[config.mk]
export PLATFORM = sky130hd
export DESIGN_NAME = mac_msg_sequencer
export DESIGN_NICKNAME = d
export VERILOG_FILES = /design/src/rtl/mac_seq_pkg.sv /design/src/rtl/mac_seq_ctrl.sv /design/src/rtl/mac_seq_decode.sv /design/src/rtl/mac_seq_addr.sv /design/src/rtl/mac_seq_mux.sv /design/src/rtl/mac_msg_sequencer.sv
export SDC_FILE = /design/constraint.sdc
export NUM_CORES = 1
export LEC_CHECK = 0
export ABC_AREA = 0
export CORE_MARGIN = 1.5
export CORE_UTILIZATION = 43
export DETAILED_ROUTE_END_ITERATION = 12
export HOLD_SLACK_MARGIN = 0.1
export PLACE_DENSITY_LB_ADDON = 0.15
export RECOVER_POWER = 25
export SLEW_MARGIN = 20
export SYNTH_ARGS = -nofsm -noshare
export SYNTH_HDL_FRONTEND = slang
export SYNTH_HIERARCHICAL = 1
export SYNTH_SLANG_ARGS = --single-unit
[constraint.sdc]
create_clock -name clk -period 3.1 [get_ports clk]
set_input_delay 0.465 -clock clk [delete_from_list [all_inputs] [get_ports clk]]
set_output_delay 0.465 -clock clk [all_outputs]
set_load 0.02 [all_outputs]
[src/rtl/mac_seq_pkg.sv]
package mac_seq_pkg;

    localparam int KEY_BYTES = 32;
    localparam int TK_BYTES  = 32;
    localparam int HDR_BYTES = 4;
    localparam int OTP_BYTES = 11;
    localparam int SN_BYTES  = 9;

    localparam int TK_BASE   = KEY_BYTES;
    localparam int HDR_BASE  = TK_BASE + TK_BYTES;
    localparam int OTP_BASE  = HDR_BASE + HDR_BYTES;
    localparam int SN_BASE   = OTP_BASE + OTP_BYTES;
    localparam int MSG_LEN   = SN_BASE + SN_BYTES;

    localparam logic [7:0] MAC_OPCODE = 8'h08;

    typedef enum logic [2:0] {
        SEG_KEY,
        SEG_TK,
        SEG_OPC,
        SEG_MODE,
        SEG_PLO,
        SEG_PHI,
        SEG_OTP,
        SEG_SN
    } seg_e;

endpackage

[src/rtl/mac_seq_ctrl.sv]
module mac_seq_ctrl
    import mac_seq_pkg::*;
#(
    parameter int SLOT_W = 4,
    parameter int DATA_W = 8,
    parameter int LEN    = MSG_LEN,
    localparam int CNT_W = $clog2(LEN)
) (
    input  logic              clk,
    input  logic              rst_n,
    input  logic              start_i,
    input  logic [DATA_W-1:0] mode_i,
    input  logic [SLOT_W-1:0] slot_i,
    input  logic              ready_i,
    output logic              busy_o,
    output logic [CNT_W-1:0]  cnt_o,
    output logic [SLOT_W-1:0] slot_o,
    output logic [DATA_W-1:0] mode_o,
    output logic              final_o
);

    typedef struct packed {
        logic              busy;
        logic [CNT_W-1:0]  cnt;
        logic [SLOT_W-1:0] slot;
        logic [DATA_W-1:0] mode;
    } ctrl_t;

    ctrl_t st_d, st_q;
    logic  at_end;
    logic  take;

    always_comb begin
        st_d   = st_q;
        at_end = (st_q.cnt == CNT_W'(LEN - 1));
        take   = st_q.busy && ready_i;
        if (!st_q.busy) begin
            if (start_i) begin
                st_d.busy = 1'b1;
                st_d.cnt  = '0;
                st_d.slot = slot_i;
                st_d.mode = mode_i;
            end
        end else if (take) begin
            if (at_end) begin
                st_d.busy = 1'b0;
                st_d.cnt  = '0;
            end else begin
                st_d.cnt = st_q.cnt + CNT_W'(1);
            end
        end
    end

    always_ff @(posedge clk or negedge rst_n) begin
        if (!rst_n) st_q <= '0;
        else        st_q <= st_d;
    end

    assign busy_o  = st_q.busy;
    assign cnt_o   = st_q.cnt;
    assign slot_o  = st_q.slot;
    assign mode_o  = st_q.mode;
    assign final_o = st_q.busy && at_end;


    launch_chk: assert property (@(posedge clk) disable iff (!rst_n)
        !busy_o && start_i |=> busy_o && (cnt_o == '0));


    no_advance_chk: assert property (@(posedge clk) disable iff (!rst_n)
        busy_o && !ready_i |=> busy_o && $stable(cnt_o));


    ignore_start_chk: assert property (@(posedge clk) disable iff (!rst_n)
        busy_o && start_i |=> $stable(slot_o) && $stable(mode_o));


    release_chk: assert property (@(posedge clk) disable iff (!rst_n)
        final_o && ready_i |=> !busy_o);


    cnt_range_chk: assert property (@(posedge clk) disable iff (!rst_n)
        busy_o |-> (cnt_o < CNT_W'(LEN)));

endmodule

[src/rtl/mac_seq_decode.sv]
module mac_seq_decode
    import mac_seq_pkg::*;
#(
    parameter int LEN    = MSG_LEN,
    parameter int IDX_W  = $clog2(KEY_BYTES),
    localparam int CNT_W = $clog2(LEN)
) (
    input  logic [CNT_W-1:0] cnt_i,
    output seg_e             seg_o,
    output logic [IDX_W-1:0] idx_o
);

    always_comb begin
        seg_o = SEG_KEY;
        idx_o = IDX_W'(cnt_i);
        if (cnt_i < CNT_W'(TK_BASE)) begin
            seg_o = SEG_KEY;
            idx_o = IDX_W'(cnt_i);
        end else if (cnt_i < CNT_W'(HDR_BASE)) begin
            seg_o = SEG_TK;
            idx_o = IDX_W'(cnt_i - CNT_W'(TK_BASE));
        end else if (cnt_i < CNT_W'(OTP_BASE)) begin
            idx_o = IDX_W'(cnt_i - CNT_W'(HDR_BASE));
            case (idx_o[1:0])
                2'd0:    seg_o = SEG_OPC;
                2'd1:    seg_o = SEG_MODE;
                2'd2:    seg_o = SEG_PLO;
                default: seg_o = SEG_PHI;
            endcase
        end else if (cnt_i < CNT_W'(SN_BASE)) begin
            seg_o = SEG_OTP;
            idx_o = IDX_W'(cnt_i - CNT_W'(OTP_BASE));
        end else begin
            seg_o = SEG_SN;
            idx_o = IDX_W'(cnt_i - CNT_W'(SN_BASE));
        end
    end

endmodule

[src/rtl/mac_seq_addr.sv]
module mac_seq_addr
    import mac_seq_pkg::*;
#(
    parameter int SLOT_W  = 4,
    parameter int IDX_W   = $clog2(KEY_BYTES),
    localparam int KEY_AW = SLOT_W + $clog2(KEY_BYTES),
    localparam int TK_AW  = $clog2(TK_BYTES),
    localparam int OTP_AW = $clog2(OTP_BYTES),
    localparam int SN_AW  = $clog2(SN_BYTES),
    localparam int SN_GRP = (SN_BYTES - 1) / 2
) (
    input  logic [SLOT_W-1:0] slot_i,
    input  logic [IDX_W-1:0]  idx_i,
    output logic [KEY_AW-1:0] key_addr_o,
    output logic [TK_AW-1:0]  tk_addr_o,
    output logic [OTP_AW-1:0] otp_addr_o,
    output logic [SN_AW-1:0]  sn_addr_o
);

    // Serial order: top byte first, then the upper group, then the lower group.
    function automatic logic [SN_AW-1:0] sn_perm(input logic [IDX_W-1:0] pos);
        if (pos == '0)
            return SN_AW'(SN_BYTES - 1);
        else if (pos <= IDX_W'(SN_GRP))
            return SN_AW'(pos + IDX_W'(SN_GRP - 1));
        else
            return SN_AW'(pos - IDX_W'(SN_GRP + 1));
    endfunction

    always_comb begin
        key_addr_o = {slot_i, idx_i[$clog2(KEY_BYTES)-1:0]};
        tk_addr_o  = TK_AW'(idx_i);
        otp_addr_o = OTP_AW'(idx_i);
        sn_addr_o  = sn_perm(idx_i);
    end

endmodule

[src/rtl/mac_seq_mux.sv]
module mac_seq_mux
    import mac_seq_pkg::*;
#(
    parameter int SLOT_W = 4,
    parameter int DATA_W = 8
) (
    input  seg_e              seg_i,
    input  logic [SLOT_W-1:0] slot_i,
    input  logic [DATA_W-1:0] mode_i,
    input  logic [DATA_W-1:0] key_data_i,
    input  logic [DATA_W-1:0] tk_data_i,
    input  logic [DATA_W-1:0] otp_data_i,
    input  logic [DATA_W-1:0] sn_data_i,
    output logic [DATA_W-1:0] byte_o
);

    always_comb begin
        unique case (seg_i)
            SEG_KEY:  byte_o = key_data_i;
            SEG_TK:   byte_o = tk_data_i;
            SEG_OPC:  byte_o = DATA_W'(MAC_OPCODE);
            SEG_MODE: byte_o = mode_i;
            SEG_PLO:  byte_o = DATA_W'(slot_i);
            SEG_PHI:  byte_o = '0;
            SEG_OTP:  byte_o = otp_data_i;
            SEG_SN:   byte_o = sn_data_i;
            default:  byte_o = '0;
        endcase
    end

endmodule

[src/rtl/mac_msg_sequencer.sv]
module mac_msg_sequencer
    import mac_seq_pkg::*;
#(
    parameter int SLOT_W  = 4,
    parameter int DATA_W  = 8,
    localparam int KEY_AW = SLOT_W + $clog2(KEY_BYTES),
    localparam int TK_AW  = $clog2(TK_BYTES),
    localparam int OTP_AW = $clog2(OTP_BYTES),
    localparam int SN_AW  = $clog2(SN_BYTES),
    localparam int IDX_W  = $clog2(KEY_BYTES),
    localparam int CNT_W  = $clog2(MSG_LEN)
) (
    input  logic              clk,
    input  logic              rst_n,
    input  logic              start_i,
    input  logic [DATA_W-1:0] mode_i,
    input  logic [SLOT_W-1:0] slot_i,
    output logic [KEY_AW-1:0] key_addr_o,
    input  logic [DATA_W-1:0] key_data_i,
    output logic [TK_AW-1:0]  tk_addr_o,
    input  logic [DATA_W-1:0] tk_data_i,
    output logic [OTP_AW-1:0] otp_addr_o,
    input  logic [DATA_W-1:0] otp_data_i,
    output logic [SN_AW-1:0]  sn_addr_o,
    input  logic [DATA_W-1:0] sn_data_i,
    output logic              m_valid_o,
    input  logic              m_ready_i,
    output logic [DATA_W-1:0] m_data_o,
    output logic              m_last_o,
    output logic              busy_o
);

    logic [CNT_W-1:0]  cnt;
    logic [SLOT_W-1:0] slot_q;
    logic [DATA_W-1:0] mode_q;
    logic              final_byte;
    seg_e              seg;
    logic [IDX_W-1:0]  idx;

    mac_seq_ctrl #(.SLOT_W(SLOT_W), .DATA_W(DATA_W), .LEN(MSG_LEN)) u_ctrl (
        .clk     (clk),
        .rst_n   (rst_n),
        .start_i (start_i),
        .mode_i  (mode_i),
        .slot_i  (slot_i),
        .ready_i (m_ready_i),
        .busy_o  (busy_o),
        .cnt_o   (cnt),
        .slot_o  (slot_q),
        .mode_o  (mode_q),
        .final_o (final_byte)
    );

    mac_seq_decode #(.LEN(MSG_LEN), .IDX_W(IDX_W)) u_decode (
        .cnt_i (cnt),
        .seg_o (seg),
        .idx_o (idx)
    );

    mac_seq_addr #(.SLOT_W(SLOT_W), .IDX_W(IDX_W)) u_addr (
        .slot_i     (slot_q),
        .idx_i      (idx),
        .key_addr_o (key_addr_o),
        .tk_addr_o  (tk_addr_o),
        .otp_addr_o (otp_addr_o),
        .sn_addr_o  (sn_addr_o)
    );

    mac_seq_mux #(.SLOT_W(SLOT_W), .DATA_W(DATA_W)) u_mux (
        .seg_i      (seg),
        .slot_i     (slot_q),
        .mode_i     (mode_q),
        .key_data_i (key_data_i),
        .tk_data_i  (tk_data_i),
        .otp_data_i (otp_data_i),
        .sn_data_i  (sn_data_i),
        .byte_o     (m_data_o)
    );

    assign m_valid_o = busy_o;
    assign m_last_o  = final_byte;


    stall_hold_chk: assert property (@(posedge clk) disable iff (!rst_n)
        m_valid_o && !m_ready_i |=> m_valid_o && $stable(m_data_o) && $stable(m_last_o));


    last_in_msg_chk: assert property (@(posedge clk) disable iff (!rst_n)
        m_last_o |-> m_valid_o);


    reset_idle_chk: assert property (@(posedge clk) disable iff (!rst_n)
        $rose(rst_n) |-> !m_valid_o);

endmodule

==> flow_summary.toml, run 1 <==
[outcome]
status = "finished, final reports clean"

[yosys]
ys.flop_type = "dfrtp_1"
syn_area_um2 = 1880
synth_edf_count = 0
yosysTopAreaCellShare_pct = 26.6
synthTopCellsByArea = "dfrtp_1 (27%), mux2_2 (9.0%), buf_4 (8.4%), ha_1 (5.3%), a21oi_1 (4.8%)"
yosysTopAreaCell = "dfrtp_1"
synth_warnings = 6
yosysSeqAreaShare_pct = 26.6
ys_ff_latch = 20
postSynthCellCount = 215
syn-num-nets = 271
synthArstFlopShare_pct = 100
ys_types = 51
syn_area_per_cell_um2 = 8.76

[critical_path]
cp-end-kind = "output port"
critPathLaunchType = "flop"
critical_path_class = "reg2out"
arrival_ps = 2530
cp_max_fo = 6
critPathRequiredTime_ps = 2630

[timing]
period_share_pct = 96.7
finalMaxSlewViolations = 0
relSlewSlack_pct = 41.3
finalHoldViolations = 0
grt_setup_unrepaired = "false"
fin_crit_ps = 3000
setup_violations = 0
fmax_mhz = 333
tightest_slew_ps = 878
finalHoldWorstSlack_ps = 524
fin_skew_ps = 0.635

[placed_design]
gp_routability_congestion = 0.892
dp.cells = 340
port_buffers = 80
hpwl_um = 3920

[cells_and_area]
areaGrowthSynthToFinish_pct = 47.8
diodes = 0
fin_nets = 355
multi_input_area_um2 = 1170
utilization_pct = 67.6
final_cells = 347
regArea_um2 = 503
drive_above_1_share_pct = 24.6
fillers = 345

[clocking]
clkLatencyLatePin_ps = 250
path_clk_slew_ps = 70
cts_tree = "done"
cts-root-buf = "clkbuf_8"
clock_path_buffers = 2
hold_buffers = 0
cts-buffers-inserted = 3
cts.htree.levels = 1
cts_sinks = 20

[floorplan]
die_w_um = 69.2
floorplan.initialDensity_pct = 45.8
die_y_um = 69.2
fp.dieArea_um2 = 4790
num_rows = 23
ios = 81
core_um2 = 4120

[route]
drc = 0
first_iter_violations = 104
drtAntennaViolNets = 0
first_pass_iters = 4
avgRoutedWirePerCell_um = 14.4
drt-vias-per-instance = 5.36
vias = 1860
wirelength_um = 5010

[global_route]
grt_use_total_pct = 20.6
grt_start_max_net_pins = 21
grt_pass1_vias = 1681
grt_overflow = 0
grt_first_pass_wirelength_um = 8170
antenna_found_initial = 0

[power]
power.density_nw_per_um2 = 565
p_leak_nw = 1.17
ir_worst_vdd_v = 0.000323

[flow_run]
max_cap_viol_count = 0

[hold_path]
min_path_type = "reg2reg"
## synthesized netlist by cell type (all sizes together) (2+ instances only)
cell type,n
mux2,15
inv,11
or2,3
o21ai,7
a211oi,2
ha,8
o32ai,3
nand3b,4
clkbuf,2
o31ai,3
nor2b,6
xnor2,2
a22o,3
nor3,2
nor2,15
dfrtp,20
buf,26
o2bb2ai,2
or4,3
o22ai,3
a221oi,2
and2,3
a21oi,18
o211ai,3
nand2,17
o31a,2
o21bai,3
or3,2
a31oi,3
or4b,2
mux2i,6
nand3,4
nand2b,2
## per-stage QoR
step           area [um^2]  setup TNS [ps]  setup slack (ps)  total power, mW
3_5_place_dp          2710           -25.4             -25.4             1.41
6_report              2780               0               101             1.57
2_1_floorplan         1880               0               283             1.03
3_3_place_gp          2710               0              46.3             1.39
5_1_grt               2780               0              15.6             1.68
4_1_cts               2760               0              3.27             1.56
## layer usage
metal	wire, um	global-route usage [%]	share of wire [%]	vias up
li1	-	-	-	931
met1	2340	29.1	47	852
met2	2320	32.6	46	73
met3	296	3.49	5.9	4
met4	46	5.45	0.92	0
met5	0	0	0	-
## report_power, final
part	switching, mW	internal, mW	total, mW	leakage [nW]
combinational	0.525	0.531	1.06	0.903
sequential	0.0438	0.309	0.353	0.245
clock	0.0775	0.0864	0.164	0.0216
total	0.646	0.927	1.57	1.17
## cells in the final DEF, fill, tap and decap left out, drive strengths merged, types with 3 or more instances in the layout
| cell type | instances |
|---|---|
| a21oi | 18 |
| a22o | 3 |
| a31oi | 3 |
| and2 | 3 |
| buf | 28 |
| clkbuf | 10 |
| clkdlybuf4s50 | 67 |
| dfrtp | 20 |
| ha | 8 |
| inv | 11 |
| mux2 | 15 |
| mux2i | 6 |
| nand2 | 17 |
| nand3 | 4 |
| nand3b | 4 |
| nor2 | 15 |
| nor2b | 6 |
| o211ai | 3 |
| o21ai | 7 |
| o21bai | 3 |
| o22ai | 3 |
| o31ai | 3 |
| o32ai | 3 |
| or2 | 3 |
| or4 | 3 |
## logic make-up (layout without fill, tap and decap cells)
logic type      Yosys count  after routing  share of synthesized area [%]
fa+ha+maj                 8              8                           5.32
xor+xnor                  2              2                          0.930
simple gates             65             65                           19.3
flops                    20             20                           26.6
compound gates           60             60                           22.3
buf+inv                  39            121                           13.5
mux                      21             21                           12.2
## flip-flops by register name, indices dropped and copies added (netlist names)
register / flops
u_ctrl/mode_o: 8
u_ctrl/cnt_o: 7
u_ctrl/slot_o: 4
u_ctrl/busy_o: 1
## path summary, 6_finish.rpt
kind | start | end | slack, ps | cells after the start
max in group asynchronous | rst_n | u_ctrl/cnt_o[0]$_DFFE_PN0P_ | 1730 | 1
worst max register to register | u_ctrl/cnt_o[3]$_DFFE_PN0P_ | u_ctrl/cnt_o[4]$_DFFE_PN0P_ | 1320 | 5
worst max-delay path | u_ctrl/cnt_o[2]$_DFFE_PN0P_ | m_data_o[3] | 100 | 7
min in group asynchronous | rst_n | u_ctrl/busy_o$_DFF_PN0_ | 770 | 1
worst min register to register | u_ctrl/mode_o[2]$_DFFE_PN0P_ | u_ctrl/mode_o[2]$_DFFE_PN0P_ | 520 | 1
worst min-delay path | u_ctrl/mode_o[2]$_DFFE_PN0P_ | u_ctrl/mode_o[2]$_DFFE_PN0P_ | 520 | 1
## critical path, cell delays in order (launching register included)
cell             delay [ps]
dfrtp_1                 410
or4_4                   540
o31a_1                  350
nand2b_1                200
a21oi_2                 190
o32ai_1                 100
a21oi_1                 160
clkdlybuf4s15_1         320
## repair_timing
item | in CTS | in global routing
setup endpoints to repair | 11 | 12
pin swaps | 1 | 1
resized for setup | 14 | 28
buffers inserted | 2 | 2
## final cells by class
type	count	share of cell area, %
well taps	50	2.25
multi-input cells	156	42.2
inverters	11	1.48
clock buffers	3	1.48
repair buffers	107	34.5
flip-flops and latches	20	18.1
No activity file was read; power rests on OpenSTA's default activity.
==> run 2: changes to the inputs <==
TNS_END_PERCENT = 1   (was not set)
==> flow_summary.toml, run 2 (synthesis gave the netlist of run 1 again) <==
[timing]
finalMaxSlewViolations = 0
period_share_pct = 97.7
fin_crit_ps = 3030
fmax_mhz = 330
tightest_slew_ps = 876
relSlewSlack_pct = 41.4
setup_violations = 0
grt_setup_unrepaired = "true"
finalHoldViolations = 0
finalHoldWorstSlack_ps = 524
fin_skew_ps = 1.70

[clocking]
clkLatencyLatePin_ps = 250
cts-buffers-inserted = 3
cts.htree.levels = 1
hold_buffers = 0
path_clk_slew_ps = 70
clock_path_buffers = 2
cts-root-buf = "clkbuf_8"
cts_tree = "done"
cts_sinks = 20

[power]
p_comb_share_pct = 67.6
switching_share_pct = 41.5
ir_worst_vdd_v = 0.000329
power.density_nw_per_um2 = 567
seqPwrFrac_pct = 22.1
clockPowerShare_pct = 10.3
p_int_uw = 937
switchingPower_uw = 664
p_leak_nw = 1.19

[global_route]
grt_pass1_vias = 1662
grt_overflow = 0
grt_use_total_pct = 20.4
grt_start_max_net_pins = 21
grt_first_pass_wirelength_um = 8090
antenna_found_initial = 0

[placed_design]
dp.cells = 340
port_buffers = 80
hpwl_um = 3920
gp_routability_congestion = 0.892

[critical_path]
critical_path_class = "reg2out"
cp_max_fo = 7
cp-end-kind = "output port"
arrival_ps = 2560
critPathLaunchType = "flop"
critPathRequiredTime_ps = 2630

[cells_and_area]
fillers = 350
largest_reg_flops = 8
fin_nets = 359
final_common_cell = "clkdlybuf4s50_1"
areaGrowthSynthToFinish_pct = 49.9
final_cell_mix = "clkdlybuf4s50_1 (67), buf_4 (30), dfrtp_1 (18), a21oi_1 (16), nand2_1 (16)"
regArea_um2 = 503
diodes = 0
drive_above_1_share_pct = 26.6
final_cells = 351
multi_input_area_um2 = 1190

[floorplan]
num_rows = 23
die_w_um = 69.2
ios = 81
die_y_um = 69.2
core_um2 = 4120
floorplan.initialDensity_pct = 45.8
fp.dieArea_um2 = 4790

[outcome]
status = "finished, final reports clean"

[route]
first_iter_violations = 91
first_pass_iters = 4
drtAntennaViolNets = 0
vias = 1901
wirelength_um = 5190
avgRoutedWirePerCell_um = 14.8
drc = 0
drt-vias-per-instance = 5.42

[hold_path]
min_path_type = "reg2reg"

[flow_run]
max_cap_viol_count = 0
[run 2: repair_timing]
item / CTS / global route
hold endpoints to repair: 0 / 0
cloned: 0 / 1
setup endpoints to repair: 11 / 12
gates resized for setup: 12 / 36
setup buffers: 0 / 7
pin swaps: 0 / 2
[run 2: power groups by stage]
stage / Clock, mW / Combinational, mW / Sequential, mW
after global placement: 0 / 1.04 / 0.353
after floorplan: 0 / 0.662 / 0.371
final: 0.165 / 1.08 / 0.353
after detailed placement: 0 / 1.05 / 0.356
after global routing: 0.180 / 1.17 / 0.361
after CTS: 0.171 / 1.03 / 0.351
[run 2: worst max-delay path, stage by stage, from the launching register on]
cell and delay [ps]:
dfrtp_1 420, or4_4 560, o31a_1 430, or2_4 300, a21oi_1 200, a211oi_1 80
a21oi_1 130, clkbuf_2 200
[run 2: path summary, 6_finish.rpt]
kind	start	to	slack, ps	cells past startpoint
worst max register to register	u_ctrl/cnt_o[3]$_DFFE_PN0P_	u_ctrl/cnt_o[4]$_DFFE_PN0P_	1330	5
worst max-delay path	u_ctrl/cnt_o[2]$_DFFE_PN0P_	m_data_o[0]	70	7
worst min register to register	u_ctrl/mode_o[2]$_DFFE_PN0P_	u_ctrl/mode_o[2]$_DFFE_PN0P_	520	1
max in group asynchronous	rst_n	u_ctrl/cnt_o[0]$_DFFE_PN0P_	1730	1
worst min-delay path	u_ctrl/mode_o[2]$_DFFE_PN0P_	u_ctrl/mode_o[2]$_DFFE_PN0P_	520	1
min in group asynchronous	rst_n	u_ctrl/busy_o$_DFF_PN0_	770	1
[run 2: routing by layer]
layer	vias up	GRT usage, %	wire length (um)
met4	0	5.45	46
met5	-	0	0
met2	74	31.8	2380
met1	877	29.1	2470
li1	946	-	-
met3	4	3.49	294
[run 2: area by class of cell]
type | count | area share (%)
sequential | 20 | 17.8
clock buffer | 3 | 1.46
timing repair buffer | 110 | 34.8
tap | 50 | 2.22
multi-input combinational | 157 | 42.3
inverter | 11 | 1.46
[run 2: metrics by stage]
stage / area, um^2 / TNS, ps / power [mW] / setup WS, ps / utilization [%]
CTS: 2750 / -5.70 / 1.55 / -5.70 / 66.7
floorplan: 1880 / 0 / 1.03 / 283 / -
detailed placement: 2710 / -25.4 / 1.41 / -25.4 / 65.8
global route: 2820 / -14.2 / 1.71 / -14.2 / 68.6
global placement: 2710 / 0 / 1.39 / 46.3 / 65.8
finish: 2820 / 0 / 1.60 / 71.0 / 68.6
==> run 3: changes to the inputs <==
ABC_AREA = 1   (was 0)
CORE_UTILIZATION = 44   (was 43)
==> flow_summary.toml, run 3 <==
[route]
drtAntennaViolNets = 0
vias = 2038
first_pass_iters = 9
wirelength_um = 5230
drt-vias-per-instance = 4.92
first_iter_violations = 113
avgRoutedWirePerCell_um = 12.6
drc = 7

[clocking]
clock_path_buffers = 2
path_clk_slew_ps = 70
hold_buffers = 0
cts.htree.levels = 1
clkLatencyLatePin_ps = 260
cts_sinks = 20
cts-buffers-inserted = 3
cts_setup_buffers = 0
cts_tree = "done"
cts-root-buf = "clkbuf_8"

[floorplan]
core_um2 = 4440
fp.dieArea_um2 = 5100
ios = 81
floorplan.initialDensity_pct = 46.4
num_rows = 24
die_w_um = 71.4
die_y_um = 71.4

[hold_path]
holdPathStages = 1
min_path_type = "reg2reg"
min_to = "u_ctrl/mode_o[2]$_DFFE_PN0P_"
min_from = "u_ctrl/mode_o[2]$_DFFE_PN0P_"

[power]
ir_worst_vdd_v = 0.000288
power_mw = 1.66
power.density_nw_per_um2 = 582
p_leak_nw = 1.42

[critical_path]
reg2reg_to = "u_ctrl/cnt_o[6]$_DFFE_PN0P_"
reg2reg_from = "u_ctrl/cnt_o[0]$_DFFE_PN0P_"
critPathMaxStageDelay_ps = 600
path_cells = "inv_1 -> ha_1 -> nor2_1 -> nand2_1 -> nand2_1 -> a21oi_2 -> buf_12 -> nor3_4 -> nand2_1 -> nand3_1 -> clkdlybuf4s50_1"
critPathRequiredTime_ps = 2630
cp_slowest_cell = "clkdlybuf4s50_1"
cp.buffers_inverters = 3
crit_family = "buffers and inverters"
arrival_ps = 2590
rrSetupSlack_ps = 1540
critPathLaunchType = "flop"
cp-end-kind = "output port"
r2r_cells = 7
cp_max_fo = 17
critical_path_class = "reg2out"
cp_common_cell = "nand2_1"

[timing]
fmax_mhz = 327
grt_setup_unrepaired = "true"
relSlewSlack_pct = 38.6
finalHoldViolations = 0
fin_crit_ps = 3060
setup_violations = 0
period_share_pct = 98.7
finalMaxSlewViolations = 0
fin_skew_ps = 1.53
tightest_slew_ps = 918

[flow_run]
max_cap_viol_count = 0

[yosys]
synthArstFlopShare_pct = 100
postSynthCellCount = 294
yosysTopAreaCell = "dfrtp_1"
syn_area_um2 = 2060
synth_edf_count = 0
ys.flop_type = "dfrtp_1"
yosysMostFrequentCell = "nand2_1"
syn_area_per_cell_um2 = 7.01
syn-num-nets = 350
synthTopCellsByArea = "dfrtp_1 (24%), nand2_1 (17%), buf_4 (7.7%), mux2_4 (7.3%), inv_1 (6.0%)"
ys_types = 30
yosysSeqAreaShare_pct = 24.3
ys_ff_latch = 20
synth_warnings = 6
yosys-top-cells-count = "nand2_1 (93), inv_1 (33), nor2_1 (25)"
yosysTopAreaCellShare_pct = 24.3

[cells_and_area]
areaGrowthSynthToFinish_pct = 38.3
final_cell_mix = "nand2_1 (94), clkdlybuf4s50_1 (70), inv_1 (31), nor2_1 (25), nand3_1 (23)"
regArea_um2 = 505
fillers = 427
final_cells = 414
drive_above_1_share_pct = 12.4
multi_input_area_um2 = 1170
final_common_cell = "nand2_1"
fin_nets = 419
diodes = 0
largest_reg_flops = 8

[global_route]
grt_use_total_pct = 20.6
grt_start_max_net_pins = 21
grt_first_pass_wirelength_um = 8410
grt_overflow = 0
grt_pass1_vias = 1862
antenna_found_initial = 0

[outcome]
status = "finished, violations left"
failed_checks = "DRC"

[placed_design]
gp_routability_congestion = 0.929
dp.cells = 410
hpwl_um = 4120
port_buffers = 80
==> run 3: how the worst max path moves through the flow <==
stage,start,end,slack (ps),depth (start not counted)
global placement,u_ctrl/cnt_o[1]$_DFFE_PN0P_,m_data_o[5],190,13
finish,u_ctrl/cnt_o[1]$_DFFE_PN0P_,m_data_o[3],40,11
floorplan,u_ctrl/cnt_o[3]$_DFFE_PN0P_,sn_addr_o[3],700,10
global route,u_ctrl/cnt_o[1]$_DFFE_PN0P_,m_data_o[3],-100,11
detailed placement,u_ctrl/cnt_o[5]$_DFFE_PN0P_,sn_addr_o[3],110,11
CTS,u_ctrl/cnt_o[1]$_DFFE_PN0P_,m_data_o[3],-7,11
==> run 3: repair_timing <==
action,4_1_cts,5_1_grt
setup endpoints to repair,12,9
pin swaps,1,1
gates resized for setup,14,8
==> run 3: area by class of cell <==
cell class                 instances  area share [%]
clock buffer                       3            1.45
clock inverter                     1            1.05
inverter                          38            5.01
multi-input combinational        209            41.2
sequential                        20            17.7
tap                               52            2.28
timing repair buffer              91            31.2
==> run 3: stage by stage <==
step	util (%)	setup slack [ps]	hold slack (ps)	area [um^2]	TNS (ps)
after global placement	62.7	189	501	2790	0
final	64.1	41.1	518	2850	0
after floorplan	-	697	169	2060	0
after global routing	64.1	-95.8	533	2850	-95.8
after detailed placement	62.7	115	512	2790	0
after CTS	64.4	-6.88	529	2860	-6.88
==> run 3: report_power, final <==
group | total (mW) | internal, mW | switching, mW
Combinational | 1.03 | 0.468 | 0.565
Clock | 0.262 | 0.172 | 0.0890
Sequential | 0.363 | 0.304 | 0.0589
==> run 3: kinds of logic after synthesis <==
kind of cell | share of synthesized area (%)
AO/OA/AOI/OAI | 5.77
XOR/XNOR | 2.13
adder cells (fa/ha/maj) | 4.86
buffers and inverters | 18.3
flip-flops | 24.3
multiplexers | 8.38
AND/OR/NAND/NOR | 36.3
==> run 3: layer usage <==
| layer | GRT usage (%) | vias to the layer above | share of wire (%) |
|---|---|---|---|
| li1 | - | 1054 | - |
| met1 | 27.9 | 901 | 47 |
| met2 | 33.6 | 68 | 45 |
| met3 | 1.97 | 15 | 5.6 |
| met4 | 8.76 | 0 | 3.1 |
| met5 | 0 | - | 0 |
